File: config.mk
export PLATFORM = sky130hd
export DESIGN_NAME = prescaled_timer
export DESIGN_NICKNAME = d
export VERILOG_FILES = /design/src/rtl/prescaled_timer_pkg.sv /design/src/rtl/pt_prescaler.sv /design/src/rtl/pt_elapsed.sv /design/src/rtl/pt_interval.sv /design/src/rtl/prescaled_timer.sv
export SDC_FILE = /design/constraint.sdc
export NUM_CORES = 1
export LEC_CHECK = 0
export ABC_AREA = 1
export BUFFER_PORTS_ARGS = -buffer_cell sky130_fd_sc_hd__buf_2
export CAP_MARGIN = 20
export CORE_MARGIN = 4
export CORE_UTILIZATION = 50
export DETAILED_ROUTE_END_ITERATION = 6
export GPL_TIMING_DRIVEN = 0
export PLACE_DENSITY = 0.71
export REMOVE_ABC_BUFFERS = 1
export SYNTH_ARGS = -nofsm -noshare
export SYNTH_HDL_FRONTEND = slang
export SYNTH_HIERARCHICAL = 1
export SYNTH_SLANG_ARGS = --single-unit
File: constraint.sdc
create_clock -name clk -period 2.8 [get_ports clk]
set_input_delay 0.42 -clock clk [delete_from_list [all_inputs] [get_ports clk]]
set_output_delay 0.42 -clock clk [all_outputs]
set_load 0.01 [all_outputs]
File: src/rtl/prescaled_timer_pkg.sv
package prescaled_timer_pkg;
    typedef enum logic [0:0] {
        IVT_IDLE = 1'b0,
        IVT_RUN  = 1'b1
    } ivt_state_t;

    localparam logic REG_ELAPSED = 1'b0;
    localparam logic REG_PERIOD  = 1'b1;
endpackage

File: src/rtl/pt_prescaler.sv
module pt_prescaler #(
    parameter int DIV = 384
) (
    input  logic clk,
    input  logic rst_n,
    input  logic restart,
    output logic tick
);
    localparam int CW = (DIV > 1) ? $clog2(DIV) : 1;
    localparam logic [CW-1:0] LAST = CW'(DIV - 1);

    logic [CW-1:0] phase_q;

    assign tick = (phase_q == LAST);

    always_ff @(posedge clk or negedge rst_n) begin
        if (!rst_n) begin
            phase_q <= '0;
        end else if (restart || tick) begin
            phase_q <= '0;
        end else begin
            phase_q <= phase_q + CW'(1);
        end
    end
endmodule

File: src/rtl/pt_elapsed.sv
module pt_elapsed #(
    parameter int W = 12
) (
    input  logic         clk,
    input  logic         rst_n,
    input  logic         clear,
    input  logic         tick,
    output logic [W-1:0] value
);
    logic [W-1:0] count_q;

    always_ff @(posedge clk or negedge rst_n) begin
        if (!rst_n) begin
            count_q <= '0;
        end else if (clear) begin
            count_q <= '0;
        end else if (tick) begin
            count_q <= count_q + W'(1);
        end
    end

    assign value = count_q;
endmodule

File: src/rtl/pt_interval.sv
module pt_interval
    import prescaled_timer_pkg::*;
#(
    parameter int NW = 8
) (
    input  logic          clk,
    input  logic          rst_n,
    input  logic          load,
    input  logic [NW-1:0] load_val,
    input  logic          tick,
    input  logic          irq_mask,
    input  logic          irq_ack,
    output logic [NW-1:0] period,
    output logic          expire,
    output logic          irq,
    output ivt_state_t    state
);
    localparam logic [NW-1:0] ONE = NW'(1);

    ivt_state_t    state_q, state_d;
    logic [NW-1:0] period_q;
    logic [NW-1:0] remain_q;
    logic          irq_q;

    // next-state logic
    always_comb begin
        state_d = state_q;
        unique case (state_q)
            IVT_IDLE: if (load && load_val != '0) state_d = IVT_RUN;
            IVT_RUN:  if (load && load_val == '0) state_d = IVT_IDLE;
            default:  state_d = IVT_IDLE;
        endcase
    end

    assign expire = (state_q == IVT_RUN) && !load && tick && (remain_q == ONE);

    // state register
    always_ff @(posedge clk or negedge rst_n) begin
        if (!rst_n) state_q <= IVT_IDLE;
        else        state_q <= state_d;
    end

    // datapath and outputs
    always_ff @(posedge clk or negedge rst_n) begin
        if (!rst_n) begin
            period_q <= '0;
            remain_q <= '0;
            irq_q    <= 1'b0;
        end else begin
            if (load) begin
                period_q <= load_val;
                remain_q <= load_val;
            end else if (state_q == IVT_RUN && tick) begin
                remain_q <= (remain_q == ONE) ? period_q : remain_q - ONE;
            end

            if (expire && irq_mask) irq_q <= 1'b1;
            else if (irq_ack)       irq_q <= 1'b0;
        end
    end

    assign period = period_q;
    assign irq    = irq_q;
    assign state  = state_q;
endmodule

File: src/rtl/prescaled_timer.sv
module prescaled_timer
    import prescaled_timer_pkg::*;
#(
    parameter int PRESCALE = 384,
    parameter int SW_W     = 12,
    parameter int IVT_W    = 8,
    parameter int DATA_W   = 16
) (
    input  logic              clk,
    input  logic              rst_n,
    input  logic              bus_addr,
    input  logic [DATA_W-1:0] bus_wdata,
    input  logic [1:0]        bus_wbe,
    input  logic              bus_rd,
    output logic [DATA_W-1:0] bus_rdata,
    input  logic              irq_mask,
    input  logic              irq3_ack,
    output logic              irq3_req
);
    localparam int SW_PAD  = DATA_W - SW_W;
    localparam int IVT_PAD = DATA_W - IVT_W;

    logic             tick_w;
    logic             sw_clear;
    logic             ivt_load;
    logic [SW_W-1:0]  sw_val;
    logic [IVT_W-1:0] ivt_period;
    logic             ivt_expire;
    ivt_state_t       ivt_st;
    logic [DATA_W-1:0] rdata_q;

    assign sw_clear = (|bus_wbe) && (bus_addr == REG_ELAPSED);
    assign ivt_load = bus_wbe[0] && (bus_addr == REG_PERIOD);

    pt_prescaler #(.DIV(PRESCALE)) u_pre (
        .clk     (clk),
        .rst_n   (rst_n),
        .restart (sw_clear),
        .tick    (tick_w)
    );

    pt_elapsed #(.W(SW_W)) u_elapsed (
        .clk   (clk),
        .rst_n (rst_n),
        .clear (sw_clear),
        .tick  (tick_w),
        .value (sw_val)
    );

    pt_interval #(.NW(IVT_W)) u_interval (
        .clk      (clk),
        .rst_n    (rst_n),
        .load     (ivt_load),
        .load_val (bus_wdata[IVT_W-1:0]),
        .tick     (tick_w),
        .irq_mask (irq_mask),
        .irq_ack  (irq3_ack),
        .period   (ivt_period),
        .expire   (ivt_expire),
        .irq      (irq3_req),
        .state    (ivt_st)
    );

    always_ff @(posedge clk or negedge rst_n) begin
        if (!rst_n) begin
            rdata_q <= '0;
        end else if (bus_rd) begin
            if (bus_addr == REG_ELAPSED) rdata_q <= {{SW_PAD{1'b0}}, sw_val};
            else                         rdata_q <= {{IVT_PAD{1'b0}}, ivt_period};
        end
    end

    assign bus_rdata = rdata_q;
endmodule

* After elaboration in Yosys (flattened, before gate mapping)
Cells that the tools add are included.
** Word-level totals
- Register bits after elaboration :: 55
- Input bits :: 24
- Output and inout bits :: 17
** Cells by class
- Add/sub/neg operators :: 3
- Equality and inequality tests :: 2
- Multiplexer cells :: 12
- Bitwise logic cells :: 2
- Reductions and logical operators :: 17
** Operators with widths (count)
- $mux W12 :: 3
- $mux W8 :: 3
- $add A12 B1 Y12 const B :: 1
- $add A9 B1 Y9 const B :: 1
- $eq A9 B9 Y1 const B :: 1
- $logic_and A1 B1 Y1 :: 9
- $mux W9 :: 1
- $eq A8 B1 Y1 const B :: 1
- $logic_not A8 Y1 :: 1
- $reduce_bool A8 Y1 :: 1
- $sub A8 B1 Y8 const B :: 1
- $reduce_bool A2 Y1 :: 3
- $mux W1 :: 4
- $not A1 Y1 :: 2
- $pmux W1 S2 :: 1
- $reduce_or A2 Y1 :: 1
- $logic_not A1 Y1 :: 1
- $logic_or A1 B1 Y1 :: 1

* Logic depth before layout (Yosys ltp)
- Depth after elaboration :: 7
- Mapped depth :: 12

* By module
The synthesis kept the hierarchy.
** By module, submodules not included
- pt_interval :: instances 1, cells an instance 150, area each 1064.8 µm², sequential area each 450.4 µm²
- prescaled_timer :: instances 1, cells an instance 95, area each 670.6 µm², sequential area each 300.3 µm²
- pt_elapsed :: instances 1, cells an instance 78, area each 641.9 µm², sequential area each 300.3 µm²
- pt_prescaler :: instances 1, cells an instance 58, area each 464.2 µm², sequential area each 225.2 µm²

* Worst setup path after synthesis
No wires, ideal clock.
- Path kind :: reg-to-reg
- From :: register u_pre.phase_q[0]
- To :: register u_interval.remain_q[4]
- Arrival :: 1.604 ns
- Data required time :: 2.670 ns
- Setup slack :: 1.066 ns
- Cell stages (with the launch flop) :: 11
- Path buffers :: 0
- Clock period less this slack :: 1.734 ns
- Cells stage by stage :: dfrtp_1 -> ha_1 -> nand3_2 -> nor2_2 -> nand2_2 -> inv_1 -> inv_1 -> o21ai_2 -> inv_1 -> nand2_1 -> nand3_1
** Between the ends
- Longest elaborated chain between the ends :: 3
** Ends and longest elaborated chain
- start: declaration :: line pt_prescaler.sv:12 : logic [CW-1:0] phase_q;
- start signal: assignment :: line pt_prescaler.sv:22 : phase_q <= phase_q + CW'(1);
- $eq A9 B9 Y1 :: line pt_prescaler.sv:14 : assign tick = (phase_q == LAST);
- via tick_w :: line prescaled_timer.sv:23 : logic tick_w;
- $logic_and A1 B1 Y1 :: line pt_interval.sv:53 : end else if (state_q == IVT_RUN && tick) begin
- $reduce_bool A2 Y1 (no source line)
- end signal: assignment :: line pt_interval.sv:52 : remain_q <= load_val;
- end signal: assignment :: line pt_interval.sv:54 : remain_q <= (remain_q == ONE) ? period_q : remain_q - ONE;
- end: declaration :: line pt_interval.sv:22 : logic [NW-1:0] remain_q;
The timed path passes the listed nets, and every way through them passes these cells.
A chain may end at the register's enable or synchronous reset.

* Worst setup path after layout
Same ends and word-level chain as after synthesis.

==> flow_summary.json <==
{
  "grt_pass1_wl_um": 10270,
  "rows": 27,
  "status": "finished clean",
  "dpl_cell_area_um2": 3009,
  "io_buffers": 28,
  "fin_crit_sh": 0.7635,
  "yosys_most_used_dff": "dfrtp_1",
  "yosysSeqAreaShare": 0.4491,
  "ys_types": 32,
  "crit_start": "u_pre/phase_q[0]",
  "drc": 0,
  "yosys_warnings": 6,
  "startpoint_type": "register",
  "gp_congestion": 0.8606,
  "required_ps": 2990,
  "crit_family": "simple AND/OR/NAND/NOR gates",
  "finalInstanceArea_um2": 3109,
  "vias_per_cell": 4.977,
  "maxCapViolCount": 0,
  "async_flop_share": 1.000,
  "avgRoutedWirePerCell_um": 11.96,
  "fp.dieH_um": 83.39,
  "final.min_clock_period_ps": 2138,
  "setup_violations": 0,
  "r2r_start": "u_pre/phase_q[0]",
  "final_max_slew_viol_count": 0,
  "io_pins": 41,
  "postSynthCellCount": 381,
  "worst_pin_slew_ps": 605.9,
  "cp_max_fo": 10,
  "fin_tns_setup_ps": 0,
  "nNetsFinal": 438,
  "rsz0062_at_grt": "false",
  "cts_root_buf": "clkbuf_8",
  "start_util": 0.5160,
  "grt_max_degree": 28,
  "cp-end-kind": "register",
  "crit_chain": "ha_1 -> nand3_2 -> nor2_2 -> nand2_2 -> inv_1 -> inv_1 -> o21ai_2 -> inv_1 -> nand2_1 -> nand3_1",
  "vias": 2404,
  "synth_area_um2": 2841,
  "grtUsageTotal": 0.1771,
  "cts_sinks": 51,
  "criticalPathCategory": "reg -> reg",
  "critPathMaxStageDelay_ps": 400,
  "firstDrtPassIters": 4,
  "dpl.hpwl_um": 4377,
  "antenna_found_initial": 0,
  "die_w_um": 83.39,
  "worst-path-buf-inv": 3,
  "fin_util": 0.5646,
  "critical_path_arrival_ps": 2320,
  "timing.fmax_mhz": 467.8,
  "layout-drive-gt1-share": 0.1484,
  "cts_hold_buf": 0,
  "area_delta_synth_final_pct": 9.423,
  "n_antenna_cell": 0,
  "worst_slew_margin_rel": 0.5946,
  "synth.avg_cell_area_um2": 7.458,
  "die-area_um2": 6953,
  "grt-ovfl-total": 0,
  "leakage_uw": 0.001631,
  "crit_slowest_cell": "o21ai_2",
  "cts_htree_levels": 2,
  "hold_violations": 0,
  "synth_edf_count": 0,
  "drtAntennaViolNets": 0,
  "ys_seq_elements": 51,
  "cts_tree": "done",
  "min_path_type": "in -> async",
  "cts_buffers": 5,
  "ir_drop_mv": 0.3538,
  "core_um2": 5507,
  "cts_setup_buffers": 0,
  "grt_pass1_vias": 2367,
  "clk_latency_ps": 300,
  "cts_resized": 0,
  "clk_pin_slew_ps": 90,
  "first_iter_violations": 131,
  "crit_top_cell": "inv_1",
  "fin_worst_hold_slack_ps": 114.9,
  "fin_worst_skew_ps": 8.067,
  "wirelength_um": 5775,
  "powerDensity_nw_per_um2": 522.1,
  "clk_path_buf_depth": 2
}
## per-stage QoR
| stage | std cells | total power, uW | setup slack, ps |
|---|---|---|---|
| 5_1_grt | 483 | 1735 | 457.4 |
| 2_1_floorplan | 374 | 1080 | 1066 |
| 4_1_cts | 483 | 1640 | 648.3 |
| 3_3_place_gp | 474 | 1173 | 704.7 |
| 3_5_place_dp | 475 | 1183 | 661.6 |
| 6_report | 483 | 1623 | 662.3 |
## cells in the final DEF (no fill, tap or decap)
master	n
nor2_2	5
xnor2_1	1
o21ai_0	15
xor2_1	1
inv_2	4
nor3_4	1
o211ai_1	3
a21oi_1	11
nand2_1	120
inv_1	56
clkbuf_1	1
buf_2	28
clkbuf_8	7
dfrtp_1	51
nor4_1	2
o21bai_1	1
buf_12	1
nand3_4	1
nor3_1	7
a21oi_2	1
conb_1	4
ha_1	4
nand3_2	2
or2_0	1
nand4_1	3
nand2_2	5
nor2_1	33
nand2_4	1
o21a_1	2
nor2_4	2
o21ai_1	1
nand3_1	33
inv_4	1
o21ai_2	2
## power by group
group	internal [uW]	leakage [uW]	switching, uW	total, uW
registers	798	0.000666	58.2	857
logic	113	0.000913	199	313
clock network	226	0.0000515	228	454
total	1140	0.00163	486	1620
## worst paths after layout
path	slack (ps)	cells after the start	end
worst min-delay path	110	1	u_pre/phase_q[8]
worst max-delay path	660	10	u_interval/remain_q[4]
worst max register to register	660	10	u_interval/remain_q[4]
worst min register to register	480	2	bus_rdata[11]
max in group asynchronous	2150	2	u_interval/period[2]
min in group clk	310	2	u_interval/irq
## cell type report
type | instances | area (um2)
Fill cell | 535 | 2397
Inverter | 61 | 231.5
Tap cell | 72 | 90.09
Timing Repair Buffer | 29 | 160.2
Sequential cell | 51 | 1276
Clock buffer | 8 | 100.1
Multi-Input combinational cell | 262 | 1251
## flip-flops by register name (all words and copies together), names as in the netlist, named ones only
| register | flops |
|---|---|
| u_interval/remain_q | 8 |
| u_interval/period | 8 |
| bus_rdata | 12 |
| u_interval/irq | 1 |
| u_elapsed/value | 12 |
| u_pre/phase_q | 9 |
## worst reg2reg max path: stages, from the launching register on
cell	delay, ps
dfrtp_1	390
ha_1	210
nand3_2	140
nor2_2	160
nand2_2	90
inv_1	160
inv_1	110
o21ai_2	400
inv_1	190
nand2_1	100
nand3_1	70
## cell usage after synthesis, types with 2 or more instances
cell | count | area [um2]
nand4_1 | 3 | 18.77
o21ai_2 | 2 | 17.52
nand2_1 | 120 | 450.4
buf_6 | 5 | 56.30
nor3_1 | 7 | 35.03
nor2_2 | 5 | 31.28
nor4_1 | 2 | 12.51
nand3_1 | 33 | 165.2
inv_1 | 56 | 210.2
nand3_2 | 2 | 20.02
dfrtp_1 | 51 | 1276
buf_4 | 5 | 37.54
o211ai_1 | 3 | 22.52
o21a_1 | 2 | 15.01
nor2_4 | 2 | 22.52
nand2_2 | 5 | 31.28
ha_1 | 4 | 50.05
o21ai_0 | 15 | 75.07
nor2_1 | 33 | 123.9
inv_2 | 4 | 15.01
a21oi_1 | 11 | 55.05
## kinds of logic after synthesis
kind of cell / after synthesis / synth area share
AND/OR/NAND/NOR: 216 / 0.3386
buffers and inverters: 71 / 0.1145
flip-flops: 51 / 0.4491
AO/OA/AOI/OAI: 36 / 0.07265
adder cells (fa/ha/maj): 4 / 0.01761
XOR/XNOR: 2 / 0.006166
other: 1 / 0.001320
## routing by layer
layer / vias to the layer above / global-route usage / routed length (um) / part of all wire
met4: 0 / 0.06538 / 54 / 0.0094
li1: 1236 / - / - / -
met3: 4 / 0.03472 / 224 / 0.039
met2: 42 / 0.2901 / 2661 / 0.46
met1: 1122 / 0.2322 / 2834 / 0.49
met5: - / 0 / 0 / 0
Power figures use the tool's default switching activity.
